<file path="src/rtl/pll_cfg_pkg.sv">
package pll_cfg_pkg;
    localparam int DIV_BITS   = 14;           // stored bits 13:0
    localparam int TIME_BITS  = 6;
    localparam int HOLD_BIT   = 14;
    localparam int BYP_BIT    = 13;
    localparam int NUM_DIV    = 3;
    localparam int REG_AW     = 4;
    localparam int DATA_W     = 32;
    localparam logic [DIV_BITS-1:0] DIV_RST = DIV_BITS'(1 << BYP_BIT);

    typedef logic [DIV_BITS-1:0] div_t;

    // a setting that would divide by zero
    function automatic logic div_bad(input div_t v);
        logic [TIME_BITS:0] total;
        total = {1'b0, v[TIME_BITS-1:0]} + {1'b0, v[2*TIME_BITS-1:TIME_BITS]};
        return !v[BYP_BIT] && (total == '0);
    endfunction
endpackage

</file>
<file path="src/rtl/pll_div_bank.sv">
module pll_div_bank
    import pll_cfg_pkg::*;
#(
    parameter int   W       = DIV_BITS,
    parameter logic [W-1:0] RST_VAL = '0
) (
    input  logic         clk,
    input  logic         rst_n,
    input  logic         wr_en,
    input  logic [W-1:0] wr_val,
    input  logic         commit,
    output logic [W-1:0] stage_o,
    output logic [W-1:0] live_o
);
    typedef struct packed {
        logic [W-1:0] stage;
        logic [W-1:0] live;
    } bank_t;

    bank_t st_d, st_q;

    always_comb begin
        st_d = st_q;
        if (wr_en)
            st_d.stage = wr_val;
        if (commit)
            st_d.live = wr_en ? wr_val : st_q.stage;
    end

    always_ff @(posedge clk or negedge rst_n) begin
        if (!rst_n) begin
            st_q.stage <= RST_VAL;
            st_q.live  <= RST_VAL;
        end else begin
            st_q <= st_d;
        end
    end

    assign stage_o = st_q.stage;
    assign live_o  = st_q.live;
endmodule

</file>
<file path="src/rtl/pll_relock_model.sv">
module pll_relock_model #(
    parameter int LOCK_CYCLES = 12500
) (
    input  logic clk,
    input  logic rst_n,
    input  logic commit,
    input  logic bad_cfg,
    output logic lock_o,
    output logic err_o
);
    localparam int CW = (LOCK_CYCLES < 2) ? 1 : $clog2(LOCK_CYCLES);

    typedef struct packed {
        logic          lock;
        logic          err;
        logic [CW-1:0] cnt;
    } lk_t;

    lk_t st_d, st_q;

    always_comb begin
        st_d = st_q;
        if (commit) begin
            st_d.lock = 1'b0;
            st_d.err  = bad_cfg;
            st_d.cnt  = CW'(LOCK_CYCLES - 1);
        end else if (!st_q.lock) begin
            if (st_q.cnt == '0)
                st_d.lock = 1'b1;
            else
                st_d.cnt = st_q.cnt - 1'b1;
        end
    end

    always_ff @(posedge clk or negedge rst_n) begin
        if (!rst_n) begin
            st_q.lock <= 1'b1;
            st_q.err  <= 1'b0;
            st_q.cnt  <= '0;
        end else begin
            st_q <= st_d;
        end
    end

    assign lock_o = st_q.lock;
    assign err_o  = st_q.err;
endmodule

</file>
<file path="src/rtl/pll_divcfg_regs.sv">
module pll_divcfg_regs
    import pll_cfg_pkg::*;
#(
    parameter int LOCK_CYCLES = 12500
) (
    input  logic              clk,
    input  logic              rst_n,
    input  logic [REG_AW-1:0] bus_addr,
    input  logic              bus_stat_sel,
    input  logic              bus_we,
    input  logic [DATA_W-1:0] bus_wdata,
    output logic [DATA_W-1:0] bus_rdata,
    output logic [DIV_BITS-1:0] in_div_o,
    output logic [DIV_BITS-1:0] fb_div_o,
    output logic [DIV_BITS-1:0] out_div_o,
    output logic              lock_o,
    output logic              err_o
);
    localparam int IDX_W = $clog2(NUM_DIV + 1);

    logic [IDX_W-1:0]  idx;
    logic              hit;
    logic              commit;
    logic              bad_any;
    logic [NUM_DIV-1:0] wr_sel;
    logic [NUM_DIV-1:0] bad_vec;
    div_t              stage [NUM_DIV];
    div_t              live  [NUM_DIV];
    div_t              wr_val;

    assign idx    = bus_addr[IDX_W+1:2];
    assign hit    = !bus_stat_sel && (bus_addr[1:0] == 2'b00) && (int'(idx) < NUM_DIV);
    assign wr_val = bus_wdata[DIV_BITS-1:0];
    assign commit = bus_we && hit && !bus_wdata[HOLD_BIT];

    for (genvar g = 0; g < NUM_DIV; g++) begin : g_div
        assign wr_sel[g] = bus_we && hit && (int'(idx) == g);

        pll_div_bank #(.W(DIV_BITS), .RST_VAL(DIV_RST)) u_bank (
            .clk     (clk),
            .rst_n   (rst_n),
            .wr_en   (wr_sel[g]),
            .wr_val  (wr_val),
            .commit  (commit),
            .stage_o (stage[g]),
            .live_o  (live[g])
        );

        // value the live copy takes if this cycle commits
        assign bad_vec[g] = div_bad(wr_sel[g] ? wr_val : stage[g]);
    end

    assign bad_any = |bad_vec;

    pll_relock_model #(.LOCK_CYCLES(LOCK_CYCLES)) u_lock (
        .clk     (clk),
        .rst_n   (rst_n),
        .commit  (commit),
        .bad_cfg (bad_any),
        .lock_o  (lock_o),
        .err_o   (err_o)
    );

    always_comb begin
        bus_rdata = '0;
        if (bus_stat_sel)
            bus_rdata[1:0] = {err_o, lock_o};
        else if (hit)
            bus_rdata[DIV_BITS-1:0] = live[idx];
    end

    assign in_div_o  = live[0];
    assign fb_div_o  = live[1];
    assign out_div_o = live[2];
endmodule

</file>
<file path="config.mk">
export PLATFORM = sky130hd
export DESIGN_NAME = pll_divcfg_regs
export DESIGN_NICKNAME = d
export VERILOG_FILES = /design/src/rtl/pll_cfg_pkg.sv /design/src/rtl/pll_div_bank.sv /design/src/rtl/pll_relock_model.sv /design/src/rtl/pll_divcfg_regs.sv
export SDC_FILE = /design/constraint.sdc
export NUM_CORES = 1
export LEC_CHECK = 0
export BUFFER_PORTS_ARGS = -buffer_cell sky130_fd_sc_hd__buf_2
export CORE_MARGIN = 2
export CORE_UTILIZATION = 49
export DETAILED_ROUTE_END_ITERATION = 12
export PLACE_DENSITY_LB_ADDON = 0.15
export REMOVE_ABC_BUFFERS = 1
export SYNTH_ARGS = -nofsm -noshare
export SYNTH_HDL_FRONTEND = slang
export SYNTH_SLANG_ARGS = --single-unit
</file>
<file path="constraint.sdc">
create_clock -name clk -period 2.2 [get_ports clk]
set_clock_uncertainty 0.05 [all_clocks]
set_input_delay 0.11 -clock clk [delete_from_list [all_inputs] [get_ports clk]]
set_output_delay 0.11 -clock clk [all_outputs]
set_load 0.05 [all_outputs]
</file>
==> results.yml <==
run_status:
  status: "complete, no violations"
floorplanning:
  rows: 36
  die-area_sq_um: 10810
  die_h_um: 104.0
  die-width_um: 104.0
  initial_core_util_pct: 50.32
  top_level_ports: 116
  core_sq_um: 9729
timing:
  drv_slew: 0
  rsz0062_at_grt: "true"
  layout_setup_ws_ps: 15.65
  min_period_ps: 2184
  fmax_ghz: 0.4578
  setup_violations: 0
  fin_crit_sh_pct: 99.29
  final_hold_viol_count: 0
cells_and_area:
  fin_nets: 697
  antennaDiodeCount: 0
  area_growth_pct: 26.68
  drive_above_1_share_pct: 35.16
  final_core_utilization_pct: 63.75
global_route:
  grt_pass1_vias: 3914
  grt_pass1_wl_um: 20040
  grt_overflow_total: 0
  grt_max_degree: 49
  grtUsageTotal_pct: 23.81
  antenna_found_initial: 0
hold_path:
  hold_start: "bus_wdata[13]"
  hp-class: "in2reg"
power_and_ir_drop:
  powerDensity_nw_per_um2: 927.2
  p_seq_share_pct: 42.5
  swShare_pct: 38.08
  p_int_mw: 3.561
  p_switching_mw: 2.190
  irDropWorstVdd_uv: 570.6
  finalPower_mw: 5.751
  clkPwrFrac_pct: 21.1
  combPwrFrac_pct: 36.4
  p_leak_nw: 3.356
route:
  drt_iter0_drc: 146
  viasPerCell: 5.014
  num_vias: 3876
  totalWireLength_um: 12180
  drc: 0
  drt-pass1-iter-count: 4
  wl_per_cell_um: 15.76
  ant_nets: 0
worst_setup_path:
  arrival_ps: 2420
  timing.rr.start: "u_lock.st_q[0]"
  worstSetupPathType: "reg2reg"
  worstPathRequired_ps: 2440
  critPathMaxFanout: 4
  crit_start: "u_lock.st_q[0]"
  worstSetupEndpointType: "flip-flop"
  cp-start-kind: "flip-flop"
synthesis:
  synthTopCellsByArea: "dfrtp_1 (48%), nand2_1 (9.4%), mux2_2 (7.6%), ha_1 (4.9%), mux2i_1 (4.7%)"
  synth_edf_count: 0
  synth_top_area_cell: "dfrtp_1"
  synth.distinct_cells: 44
  yosys_warnings: 0
  synth-seq-area-share_pct: 51.29
  netlist_area_sq_um: 4896
  synth_top_area_share_pct: 47.53
  synthCells: 485
  synth_ff_type: "dfrtp_1"
  ys_seq_elements: 100
  ys_async_sr_fraction_pct: 100.0
  syn_avg_cell_area_sq_um: 10.09
clock_network:
  clock-root-buffer: "clkbuf_8"
  cts_buffer_depth: 2
  h-tree-depth: 3
  clk-insertion-delay-late_ps: 390
  cts.clk_slew.worst_paths_ps: 100
  cts-buffers-inserted: 9
  cts_tree: "yes"
  cts.sinks: 100
placement:
  gp_congestion: 0.9111
  dp_hpwl_um: 9043
  pre_cts_slack_ps: -543.2
  io_buffers: 80
flow_run:
  maxCapViolations: 0
-- synthesized netlist by cell type, types with 3 or more instances --
cell type and number:
dfstp_2 7, o21ai_0 13, nand3_1 5, ha_1 19, mux2i_1 23, buf_4 19, nand2_1 123, a21oi_1 18
nand4b_1 4, or3_1 4, fa_1 3, xor2_1 7, inv_1 18, clkbuf_1 11, buf_2 7, nor2_1 40
a31oi_1 3, nor3_1 4, mux2_2 33, nor4_1 3, dfrtp_1 93
-- placed cells by master (no fill, tap or decap), types with 18 or more instances in the layout --
master   instances
dfrtp_1         93
mux2_2          33
a21oi_1         18
nand2_1        122
ha_1            18
buf_4           75
nor2_1          40
mux2i_1         21
conb_1          18
buf_2           79
-- power groups by stage --
| stage | registers, mW | logic [mW] | clock network [mW] |
|---|---|---|---|
| after floorplan | 2.91 | 0.828 | 0 |
| after global placement | 2.46 | 2.01 | 0 |
| after detailed placement | 2.48 | 2.05 | 0 |
| after CTS | 2.44 | 2.07 | 1.26 |
| after global routing | 2.49 | 2.29 | 1.32 |
| final | 2.44 | 2.10 | 1.21 |
-- registers in the layout (all words and copies together), names as in the netlist --
| signal | cells |
|---|---|
| g_div.u_bank.live_o | 42 |
| g_div.u_bank.stage_o | 42 |
| u_lock.err_o | 1 |
| u_lock.lock_o | 1 |
| u_lock.st_q | 14 |
-- worst paths after layout --
path | end | slack (ps) | depth (start not counted)
setup / recovery | u_lock.st_q[0] | 20 | 7
hold / removal | g_div[1].u_bank.stage_o[13] | 30 | 3
setup reg to reg | u_lock.st_q[0] | 20 | 7
hold reg to reg | g_div[0].u_bank.live_o[3] | 450 | 2
max in group asynchronous | g_div[1].u_bank.stage_o[13] | 1250 | 3
min in group asynchronous | g_div[2].u_bank.stage_o[1] | 130 | 2
-- stage by stage --
| stage | setup TNS (ps) | cell area (sq um) | std cells | hold WS [ps] |
|---|---|---|---|---|
| floorplan | -4523 | 4726 | 463 | -235.6 |
| global placement | -548.8 | 5907 | 750 | 16.96 |
| detailed placement | -543.2 | 5907 | 750 | 20.69 |
| CTS | 0 | 6167 | 771 | 3.842 |
| global route | -231.1 | 6202 | 773 | 30.52 |
| finish | 0 | 6202 | 773 | 28.26 |
-- metal layers --
| metal | global-route usage [%] | share of wire (%) | vias up |
|---|---|---|---|
| li1 | - | - | 1880 |
| met1 | 31.56 | 46 | 1874 |
| met2 | 38.44 | 46 | 102 |
| met3 | 6.203 | 5.5 | 20 |
| met4 | 7.529 | 2.1 | 0 |
| met5 | 0 | 0 | - |
-- logic make-up (layout without fill, tap and decap cells) --
kind of cell               after synthesis  in the layout  share of synthesized area, %
DFF                                    100            100                         51.29
other                                    1             18                       0.07659
and+or+nand+nor                        197            197                         17.40
adders and majority gates               22             22                         6.082
buffers and inverters                   57            195                         6.159
AOI/OAI and AO/OA                       44             44                         5.265
xor gates and xnor gates                 8              8                         1.431
muxes                                   56             56                         12.29
-- worst max-delay path: stages (launching register included) --
cell and delay, ps:
dfrtp_1 400, inv_1 70, ha_2 170, or4b_4 460, or3_4 340, o31a_1 340
xnor2_1 180, nand2_1 70
-- final cells by class --
type	instances	area (sq um)
timing repair buffer	161	1069
tap	133	166.4
fill	876	3527
multi-input combinational	345	2190
inverter	18	67.56
clock inverter	6	61.31
clock buffer	10	137.6
sequential	100	2511
-- what timing repair did --
action	4_1_cts	5_1_grt
setup buffers	2	2
endpoints found under the hold margin	80	0
resized for setup	4	5
pin swaps	0	3
hold buffers	3	0
setup endpoints to repair	1	5
(Power assumes the default switching activity.)
